`src/rtl/lsr_pkg.sv`:
```
// Package: shared resolution encoding and the group-count helper.
// Assumes the array size is a power of two no smaller than 8.
package lsr_pkg;

    typedef enum logic [1:0] {
        RES_FULL    = 2'd0,
        RES_HALF    = 2'd1,
        RES_QUARTER = 2'd2,
        RES_EIGHTH  = 2'd3
    } res_e;

    // Number of output groups for a given array size and resolution code.
    function automatic int unsigned grp_count(input int unsigned npix, input logic [1:0] res);
        return npix >> res;
    endfunction

endpackage

```
`src/rtl/lsr_token.sv`:
```
// Module: group token. Walks the output-group index once per clock over one
// frame and tracks the first-group select line.
// Assumes: hold_i clears the token synchronously; the resolution is captured
// at frame start.
module lsr_token #(
    parameter int NPIX = 1024,
    parameter int IDXW = $clog2(NPIX)
) (
    input  logic            clk,
    input  logic            rst_n,
    input  logic            hold_i,
    input  logic            start_i,
    input  logic [1:0]      res_i,
    output logic            valid_o,
    output logic [IDXW-1:0] idx_o,
    output logic            first_o
);
    localparam int CNTW = IDXW + 1;

    logic            valid_q;
    logic [IDXW-1:0] idx_q;
    logic            first_q;
    logic [1:0]      res_q;
    logic [CNTW-1:0] cnt_q;
    logic            last;

    // Group count of the running frame.
    assign cnt_q = CNTW'(lsr_pkg::grp_count(NPIX, res_q));
    // Final group of the running frame on the outputs.
    assign last  = valid_q && ({1'b0, idx_q} == cnt_q - 1'b1);

    // Token advance, frame start and hold clear.
    always_ff @(posedge clk) begin
        if (!rst_n || hold_i) begin
            valid_q <= 1'b0;
            idx_q   <= '0;
            first_q <= 1'b0;
            if (!rst_n) res_q <= 2'd0;
        end else begin
            first_q <= start_i;
            if (!valid_q || last) begin
                idx_q <= '0;
                if (start_i) begin
                    valid_q <= 1'b1;
                    res_q   <= res_i;
                end else begin
                    valid_q <= 1'b0;
                end
            end else begin
                idx_q <= idx_q + 1'b1;
            end
        end
    end

    assign valid_o = valid_q;
    assign idx_o   = idx_q;
    assign first_o = first_q;

    p_step_r3: assert property (@(posedge clk) disable iff (!rst_n)
        (valid_q && !last && !hold_i) |=> (valid_q && idx_q == $past(idx_q) + 1'b1));
    p_start_r4: assert property (@(posedge clk) disable iff (!rst_n)
        (!valid_q && start_i && !hold_i) |=> (valid_q && idx_q == '0 && first_q));
    p_hold_r6: assert property (@(posedge clk) disable iff (!rst_n)
        hold_i |=> (!valid_q && !first_q));
    p_end_r11: assert property (@(posedge clk) disable iff (!rst_n)
        (last && !start_i && !hold_i) |=> !valid_q);
    p_range_r2: assert property (@(posedge clk) disable iff (!rst_n)
        valid_q |-> ({1'b0, idx_q} < cnt_q));
endmodule

```
`src/rtl/lsr_amp_mask.sv`:
```
// Module: column amplifier enable mask. Enables the lowest group-count
// amplifiers and clears all of them in standby.
// Assumes: combinational from pins; clk and rst_n only time the checks.
module lsr_amp_mask #(
    parameter int NPIX = 1024
) (
    input  logic            clk,
    input  logic            rst_n,
    input  logic [1:0]      res_i,
    input  logic            stby_i,
    output logic [NPIX-1:0] amp_en_o
);
    localparam int CNTW = $clog2(NPIX) + 1;

    logic [CNTW-1:0] cnt;

    // Live group count from the resolution pins.
    assign cnt = CNTW'(lsr_pkg::grp_count(NPIX, res_i));

    for (genvar j = 0; j < NPIX; j++) begin : g_col
        // One enable per column amplifier.
        assign amp_en_o[j] = !stby_i && (CNTW'(j) < cnt);
    end

    p_mask_count_r8: assert property (@(posedge clk) disable iff (!rst_n)
        !stby_i |-> ($countones(amp_en_o) == int'(cnt) && amp_en_o[0]));
endmodule

```
`src/rtl/lsr_dyn_rst.sv`:
```
// Module: dynamic per-group reset. Strobes the group read last cycle.
// Assumes: hold_i clears the strobe; frame mode keeps it low.
module lsr_dyn_rst #(
    parameter int IDXW = 10
) (
    input  logic            clk,
    input  logic            rst_n,
    input  logic            hold_i,
    input  logic            dyn_i,
    input  logic            valid_i,
    input  logic [IDXW-1:0] idx_i,
    output logic            grp_rst_o,
    output logic [IDXW-1:0] grp_rst_idx_o
);
    // One-cycle-late reset strobe and index.
    always_ff @(posedge clk) begin
        if (!rst_n || hold_i) begin
            grp_rst_o     <= 1'b0;
            grp_rst_idx_o <= '0;
        end else begin
            grp_rst_o     <= dyn_i && valid_i;
            grp_rst_idx_o <= idx_i;
        end
    end

    p_lag_r10: assert property (@(posedge clk) disable iff (!rst_n)
        (dyn_i && valid_i && !hold_i) |=> (grp_rst_o && grp_rst_idx_o == $past(idx_i)));
    p_quiet_r10: assert property (@(posedge clk) disable iff (!rst_n)
        !dyn_i |=> !grp_rst_o);
endmodule

```
`src/rtl/lsr_seq.sv`:
```
// Module: linear sensor readout sequencer top. Joins the group token, the
// amplifier mask and the dynamic reset, and decodes standby and global reset.
// Assumes: pins are synchronous to clk except the pixel-reset path.
module lsr_seq #(
    parameter int NPIX = 1024,
    parameter int IDXW = $clog2(NPIX)
) (
    input  logic            clk,
    input  logic            rst_n,
    input  logic            start_i,
    input  logic            hold_i,
    input  logic            shutter_i,
    input  logic [1:0]      res_sel_i,
    input  logic            dyn_mode_i,
    output logic [IDXW-1:0] grp_idx_o,
    output logic            grp_valid_o,
    output logic            first_sel_o,
    output logic            grp_rst_o,
    output logic [IDXW-1:0] grp_rst_idx_o,
    output logic            pix_rst_o,
    output logic [NPIX-1:0] amp_en_o,
    output logic            drv_en_o
);
    logic stby;

    // Standby decode from the two pins held together.
    assign stby      = hold_i && start_i;
    // Output driver off in standby.
    assign drv_en_o  = !stby;
    // Frame-mode global pixel reset, clock-free.
    assign pix_rst_o = !dyn_mode_i && hold_i && shutter_i;

    lsr_token #(.NPIX(NPIX), .IDXW(IDXW)) i_token (
        .clk     (clk),
        .rst_n   (rst_n),
        .hold_i  (hold_i),
        .start_i (start_i),
        .res_i   (res_sel_i),
        .valid_o (grp_valid_o),
        .idx_o   (grp_idx_o),
        .first_o (first_sel_o)
    );

    lsr_amp_mask #(.NPIX(NPIX)) i_mask (
        .clk      (clk),
        .rst_n    (rst_n),
        .res_i    (res_sel_i),
        .stby_i   (stby),
        .amp_en_o (amp_en_o)
    );

    lsr_dyn_rst #(.IDXW(IDXW)) i_dyn (
        .clk           (clk),
        .rst_n         (rst_n),
        .hold_i        (hold_i),
        .dyn_i         (dyn_mode_i),
        .valid_i       (grp_valid_o),
        .idx_i         (grp_idx_o),
        .grp_rst_o     (grp_rst_o),
        .grp_rst_idx_o (grp_rst_idx_o)
    );

    p_standby_r7: assert property (@(posedge clk) disable iff (!rst_n)
        (hold_i && start_i) |-> (!drv_en_o && amp_en_o == '0));
endmodule

```
`config.mk`:
```
export PLATFORM = sky130hd
export DESIGN_NAME = lsr_seq
export DESIGN_NICKNAME = d
export VERILOG_FILES = /design/src/rtl/lsr_pkg.sv /design/src/rtl/lsr_token.sv /design/src/rtl/lsr_amp_mask.sv /design/src/rtl/lsr_dyn_rst.sv /design/src/rtl/lsr_seq.sv
export SDC_FILE = /design/constraint.sdc
export NUM_CORES = 1
export LEC_CHECK = 0
export ABC_AREA = 1
export BUFFER_PORTS_ARGS = -buffer_cell sky130_fd_sc_hd__buf_2
export CAP_MARGIN = 10
export CORE_AREA = 2 2 417 419
export CTS_CLUSTER_SIZE = 28
export DETAILED_ROUTE_END_ITERATION = 10
export DIE_AREA = 0 0 419 421
export PLACE_DENSITY = 0.3
export SYNTH_ARGS = -nofsm -noshare
export SYNTH_HDL_FRONTEND = slang
export SYNTH_SLANG_ARGS = --single-unit
```
`constraint.sdc`:
```
create_clock -name clk -period 31.9 [get_ports clk]
set_input_delay 6.38 -clock clk [delete_from_list [all_inputs] [get_ports clk]]
set_output_delay 6.38 -clock clk [all_outputs]
set_load 0.02 [all_outputs]
```
==> results of run 1 <==
-- area by class of cell --
cell class                      instances  area, um^2  area share (%)
Antenna cell                            1        2.50          0.0267
Clock buffer                            4        78.8           0.842
Inverter                               23        93.8            1.00
Multi-Input combinational cell         82         404            4.32
Sequential cell                        25         520            5.56
Tap cell                             2325        2910            31.1
Timing Repair Buffer                 1062        5350            57.2
-- worst reg2reg max path: stages, from the launching register on --
cell	delay, ns
sky130_fd_sc_hd__dfxtp_1	0.42
sky130_fd_sc_hd__ha_1	0.24
sky130_fd_sc_hd__nand2_1	0.06
sky130_fd_sc_hd__nor2_1	0.11
sky130_fd_sc_hd__nand2_1	0.08
sky130_fd_sc_hd__nor2_1	0.12
sky130_fd_sc_hd__nand2_1	0.09
sky130_fd_sc_hd__nand2_1	0.07
sky130_fd_sc_hd__nand2_1	0.05
sky130_fd_sc_hd__nand2_1	0.08
-- Yosys cell counts, types with 2 or more instances --
cell type | count | share of area [%]
sky130_fd_sc_hd__a21oi_1 | 3 | 0.17
sky130_fd_sc_hd__buf_2 | 2 | 0.12
sky130_fd_sc_hd__o21ai_0 | 3 | 0.17
sky130_fd_sc_hd__nand4_1 | 2 | 0.14
sky130_fd_sc_hd__inv_1 | 23 | 1.0
sky130_fd_sc_hd__nand2_1 | 29 | 1.3
sky130_fd_sc_hd__dfxtp_1 | 23 | 5.3
sky130_fd_sc_hd__edfxtp_1 | 2 | 0.69
sky130_fd_sc_hd__xor2_1 | 5 | 0.51
sky130_fd_sc_hd__buf_4 | 1018 | 88
sky130_fd_sc_hd__nand3_1 | 5 | 0.29
sky130_fd_sc_hd__nor2_1 | 31 | 1.3
-- logic make-up after synthesis --
group	after synthesis	share of synthesized area [%]
XOR/XNOR	6	0.608
buffers and inverters	1044	89.7
AO/OA/AOI/OAI	6	0.347
AND/OR/NAND/NOR	69	3.23
adder cells (fa/ha/maj)	1	0.145
flip-flops	25	6.02
-- worst max path at each step --
stage / to / slack [ns] / cells past startpoint
after floorplan: amp_en_o[1000] / 10.14 / 5
after global placement: amp_en_o[614] / 15.45 / 7
after detailed placement: amp_en_o[582] / 15.35 / 7
after CTS: amp_en_o[582] / 15.34 / 7
after global routing: amp_en_o[550] / 15.36 / 8
final: amp_en_o[839] / 15.89 / 8
-- layer usage --
metal / vias up / part of all wire [%]
li1: 2524 / -
met1: 1960 / 40
met2: 298 / 52
met3: 5 / 7.6
met4: 0 / 0.29
met5: - / 0
-- power by group through the flow --
stage	clock network [mW]	logic, mW	registers (mW)
global placement	0	0.198	0.0331
floorplan	0	0.272	0.0333
global route	0.0308	0.205	0.0324
finish	0.0287	0.193	0.0324
detailed placement	0	0.196	0.0331
CTS	0.0299	0.196	0.0324
-- through the flow --
step,instances,cell area [um^2]
detailed placement,3516,9250
CTS,3520,9330
global placement,3516,9250
floorplan,1151,8640
finish,3522,9360
global route,3521,9360
-- sequential cells by signal, summed over array words and instances (netlist names) --
| name | flops |
|---|---|
| i_dyn.grp_rst_idx_o | 10 |
| i_token.idx_o | 10 |
| i_token.res_q | 2 |
| i_dyn.grp_rst_o | 1 |
| i_token.first_o | 1 |
| i_token.valid_o | 1 |
==> results.cfg, run 1 <==
[final_layout]
finalCoreUtilization_pct = 5.43
layout_commonest_cell = sky130_fd_sc_hd__buf_2
final_layout_size_suffix_gt1_share_pct = 89.6
layout_common_cells = sky130_fd_sc_hd__buf_2, sky130_fd_sc_hd__nor2_1, sky130_fd_sc_hd__nand2_1
syn_to_final_growth_pct = 8.26
nets = 1206
fillers = 20535

[sta]
rsz0062_at_grt = no
fin_crit_sh_pct = 50.2
final_period_minus_worst_setup_slack_ns = 16.01
worstMarginPinSlew_ns = 1.02
timing_hold_violations_final = 0
slew-limit-headroom_pct = 32.1
fin_skew_ns = 0.00533
final_max_slew_viol_count = 0
timing.setup.tns_ns = 0
worst_hold_slack_ns = 0.480
finalSetupViolations = 0
timing.final.ws_setup_ns = 15.89
highest_clock_rate_ghz = 0.0625

[setup_path]
r2r_slack_ns = 30.30
worstReg2RegEnd = i_token.res_q[0]
critical_path_max_stage_delay_ns = 0.84
cpLargestDelayFamily = buffers and inverters
critPathRequiredTime_ns = 25.52
reg2reg_depth = 9
endpoint_kind = output pin
crit_slowest_cell = sky130_fd_sc_hd__buf_4
worst-setup-path-type = primary input to output pin
critPathLaunchType = primary input
worstPathBufferInverterCount = 6
worst_ep_arrival_time_ns = 9.63
worstPathCellList = buf_2 -> a21oi_1 -> nand2_1 -> inv_8 -> buf_4 -> buf_16 -> buf_4 -> buf_2
crit_start = hold_i
timing.rr.start = i_token.idx_o[0]
critical_path.max_fanout = 169

[yosys]
postSynthCellCount = 1151
ys_types = 17
postSynth.topFlopCell = sky130_fd_sc_hd__dfxtp_1
number_of_enable_type_register_cells_in_the_synthesized_netlist = 2
fraction_of_the_yosys_area_taken_by_sequential_cells_pct = 6.02
ys_ff_latch = 25
async_reset_ff_share_pct = 0
syn_area_mm2 = 0.00864
syn_avg_cell_area_um2 = 7.51
synth_warnings = 0
syn-num-nets = 1160

[placement]
portBuffers = 1056
worst_setup_timing_slack_at_the_placement_stage_ns = 15.35
dp_hpwl_um = 16100
finalWeightedCongestion = 0.610

[power]
share_comb_of_total_power_pct = 75.9
power_leakage_nw = 5.19
share_clk_of_total_power_pct = 11.3
reg_power_share_pct = 12.7
power.density_cell_area_mw_per_mm2 = 27.1
p_switching_mw = 0.154
intPower_mw = 0.100
power.switching_fraction_pct = 60.4
vdd.ir_drop.worst_uv = 11.9
post-layout-total-power_mw = 0.254

[grt]
groute.layer.met3.usage_pct = 0.0733
grt_pass1_vias = 2939
global_route.peak_usage_layer = met2
groute.layer.met2.usage_pct = 3.31
gr-usage-met1_pct = 2.20
number_of_antenna_violations_at_the_first_check_in_global_routing = 2
globalRouteOverflowTotal = 0
wire_length_of_the_first_global_routing_pass_um = 23800
grt_use_total_pct = 1.73
grt_max_degree = 191

[run]
max-cap-violations = 0

[run_status]
run_status = finished clean

[drt]
num_vias = 4787
drt-wirelength-per-cell_um = 5.36
routed_wl_um = 18900
first_pass_iters = 4
route.antenna.remaining_nets = 0
drtIter0Drc = 115
via_per_inst = 1.36
drc = 0

[floorplan]
die_area_mm2 = 0.176
die_x_um = 419
row_count = 153
die_height_um = 421
ios = 1057
start_util_pct = 5.01
design.core.area_mm2 = 0.172

[hold_path]
hold_path.startpoint = i_token.valid_o
depth_of_the_worst_hold_timing_path = 2
hold-path-endpoint = i_dyn.grp_rst_o
worst_hold_path_type = flip-flop to flip-flop

[clock_tree]
ctsHoldBuffers = 0
setup_bufs_post_cts = 0
cts_max_level = 1
cts-root-buf = sky130_fd_sc_hd__clkbuf_16
number_of_clock_buffers_inserted_by_tritoncts = 3
insertion_delay_ns = 0.26
clock_tree.buffer_depth = 2
tritoncts = yes
cts.repair.resized = 0
clock-sinks = 25
clkSlewWorstSetupHoldPaths_ns = 0.07
Note: power is estimated with default switching activity, not from simulation.
==> run 2, diff against run 1 <==
Clock period 31.9 ns to 14.2 ns, I/O delays scaled along.
==> run 2 against run 1 <==
  * Final area increased by 0.48%
  * Sequential power is 120% higher
  * Via count grew 0.52%
  * Worst setup slack worse by 10 ns
  * Non-clock buffer count up 4
  * Critical path depth rose by 2
  * Count of clock-buffer cells in the layout decreased by 1
==> results.cfg, run 2 (synthesized netlist as in run 1, its figures left out) <==
[setup_path]
endpoint_kind = output pin
worst-setup-path-type = primary input to output pin
timing.rr.start = i_token.idx_o[0]
critPathLaunchType = primary input
worst_ep_arrival_time_ns = 5.68
r2r_slack_ns = 12.60
worstReg2RegEnd = i_token.res_q[0]
critPathRequiredTime_ns = 11.36
reg2reg_depth = 9
critical_path.max_fanout = 160

[grt]
grt_use_total_pct = 1.54
number_of_antenna_violations_at_the_first_check_in_global_routing = 0
grt_max_degree = 201
grt_pass1_vias = 3050
wire_length_of_the_first_global_routing_pass_um = 22100
globalRouteOverflowTotal = 0

[floorplan]
row_count = 153
start_util_pct = 5.01
design.core.area_mm2 = 0.172
ios = 1057
die_x_um = 419
die_height_um = 421
die_area_mm2 = 0.176

[clock_tree]
clock_tree.buffer_depth = 2
clock-sinks = 25
cts-root-buf = sky130_fd_sc_hd__clkbuf_16
clkSlewWorstSetupHoldPaths_ns = 0.07
tritoncts = yes
cts_max_level = 1
number_of_clock_buffers_inserted_by_tritoncts = 3
cts.repair.resized = 0
setup_bufs_post_cts = 0
ctsHoldBuffers = 0
insertion_delay_ns = 0.26

[power]
vdd.ir_drop.worst_uv = 32.8
power.density_cell_area_mw_per_mm2 = 60.4
power_leakage_nw = 5.22

[sta]
slew-limit-headroom_pct = 29.8
final_max_slew_viol_count = 0
fin_crit_sh_pct = 60.0
final_period_minus_worst_setup_slack_ns = 8.52
finalSetupViolations = 0
rsz0062_at_grt = no
timing_hold_violations_final = 0
fin_skew_ns = 0.00362
timing.setup.tns_ns = 0
worst_hold_slack_ns = 0.470
highest_clock_rate_ghz = 0.117
worstMarginPinSlew_ns = 1.05

[final_layout]
layout_common_cells = sky130_fd_sc_hd__buf_2, sky130_fd_sc_hd__nor2_1, sky130_fd_sc_hd__nand2_1
nets = 1210
syn_to_final_growth_pct = 8.79
layout_commonest_cell = sky130_fd_sc_hd__buf_2
final_layout_size_suffix_gt1_share_pct = 89.8
antenna_cells_inserted = 0

[run_status]
run_status = finished clean

[drt]
drtIter0Drc = 118
num_vias = 4812
drc = 0
first_pass_iters = 4
drt-wirelength-per-cell_um = 4.95
route.antenna.remaining_nets = 0
via_per_inst = 1.37
routed_wl_um = 17400

[placement]
finalWeightedCongestion = 0.607
dp_hpwl_um = 14700
portBuffers = 1056

[hold_path]
worst_hold_path_type = flip-flop to flip-flop
depth_of_the_worst_hold_timing_path = 2
hold-path-endpoint = i_dyn.grp_rst_idx_o[1]
hold_path.startpoint = i_token.idx_o[1]

[run]
max-cap-violations = 0
-- run 2: changes by cell type in the layout (fill, tap and decap cells not counted), sizes merged --
cell / previous run / this run
clkinv: 0 / 1
buf: 1062 / 1066
clkinvlp: 0 / 1
diode: 1 / 0
inv: 23 / 22
clkbuf: 4 / 3
-- run 2: routing by layer --
layer	track usage (%)	part of all wire (%)	vias to the layer above	wire length, um
met3	0.0916	7.4	2	1300
met4	0.126	0.14	0	24
met2	3.26	54	286	9490
li1	-	-	2531	-
met5	0	0	-	0
met1	1.68	38	1993	6620
-- run 2: power by group --
part	total (mW)	switching, mW	internal [mW]
Combinational	0.433	0.317	0.116
Clock	0.0626	0.0247	0.0379
Sequential	0.0728	0.000880	0.0719
-- run 2: cell type report --
cell class	instances	area, um^2
Inverter	23	90.1
Fill cell	20558	163000
Clock inverter	1	5.00
Clock buffer	3	75.1
Timing Repair Buffer	1066	5400
Multi-Input combinational cell	82	404
Sequential cell	25	520
Tap cell	2325	2910
-- run 2: worst max-delay path by stage --
stage	slack, ns	endpoint	cells after the start	startpoint
after detailed placement	4.83	amp_en_o[891]	8	hold_i
after floorplan	2.49	amp_en_o[1000]	5	hold_i
final	5.68	amp_en_o[924]	10	hold_i
after CTS	4.82	amp_en_o[891]	8	hold_i
after global routing	5.27	amp_en_o[830]	10	hold_i
after global placement	5.00	amp_en_o[924]	8	hold_i
-- run 2: critical path, cell delays in order --
cell and delay, ns:
sky130_fd_sc_hd__buf_2 0.18, sky130_fd_sc_hd__a21oi_1 0.25, sky130_fd_sc_hd__nand2_1 0.13, sky130_fd_sc_hd__clkinvlp_4 0.21
sky130_fd_sc_hd__buf_4 0.28, sky130_fd_sc_hd__buf_4 0.36, sky130_fd_sc_hd__buf_16 0.35, sky130_fd_sc_hd__buf_4 0.33
sky130_fd_sc_hd__buf_16 0.33, sky130_fd_sc_hd__buf_2 0.25
-- run 2: metrics by stage --
stage / cell area, um^2 / std cells / utilization [%] / power, mW / setup slack [ns]
floorplan: 8650 / 1151 / - / 0.664 / 2.49
global placement: 9270 / 3519 / 5.37 / 0.517 / 5.00
detailed placement: 9270 / 3519 / 5.37 / 0.515 / 4.83
CTS: 9350 / 3523 / 5.42 / 0.579 / 4.82
global route: 9400 / 3525 / 5.45 / 0.601 / 5.27
finish: 9400 / 3525 / 5.45 / 0.568 / 5.68
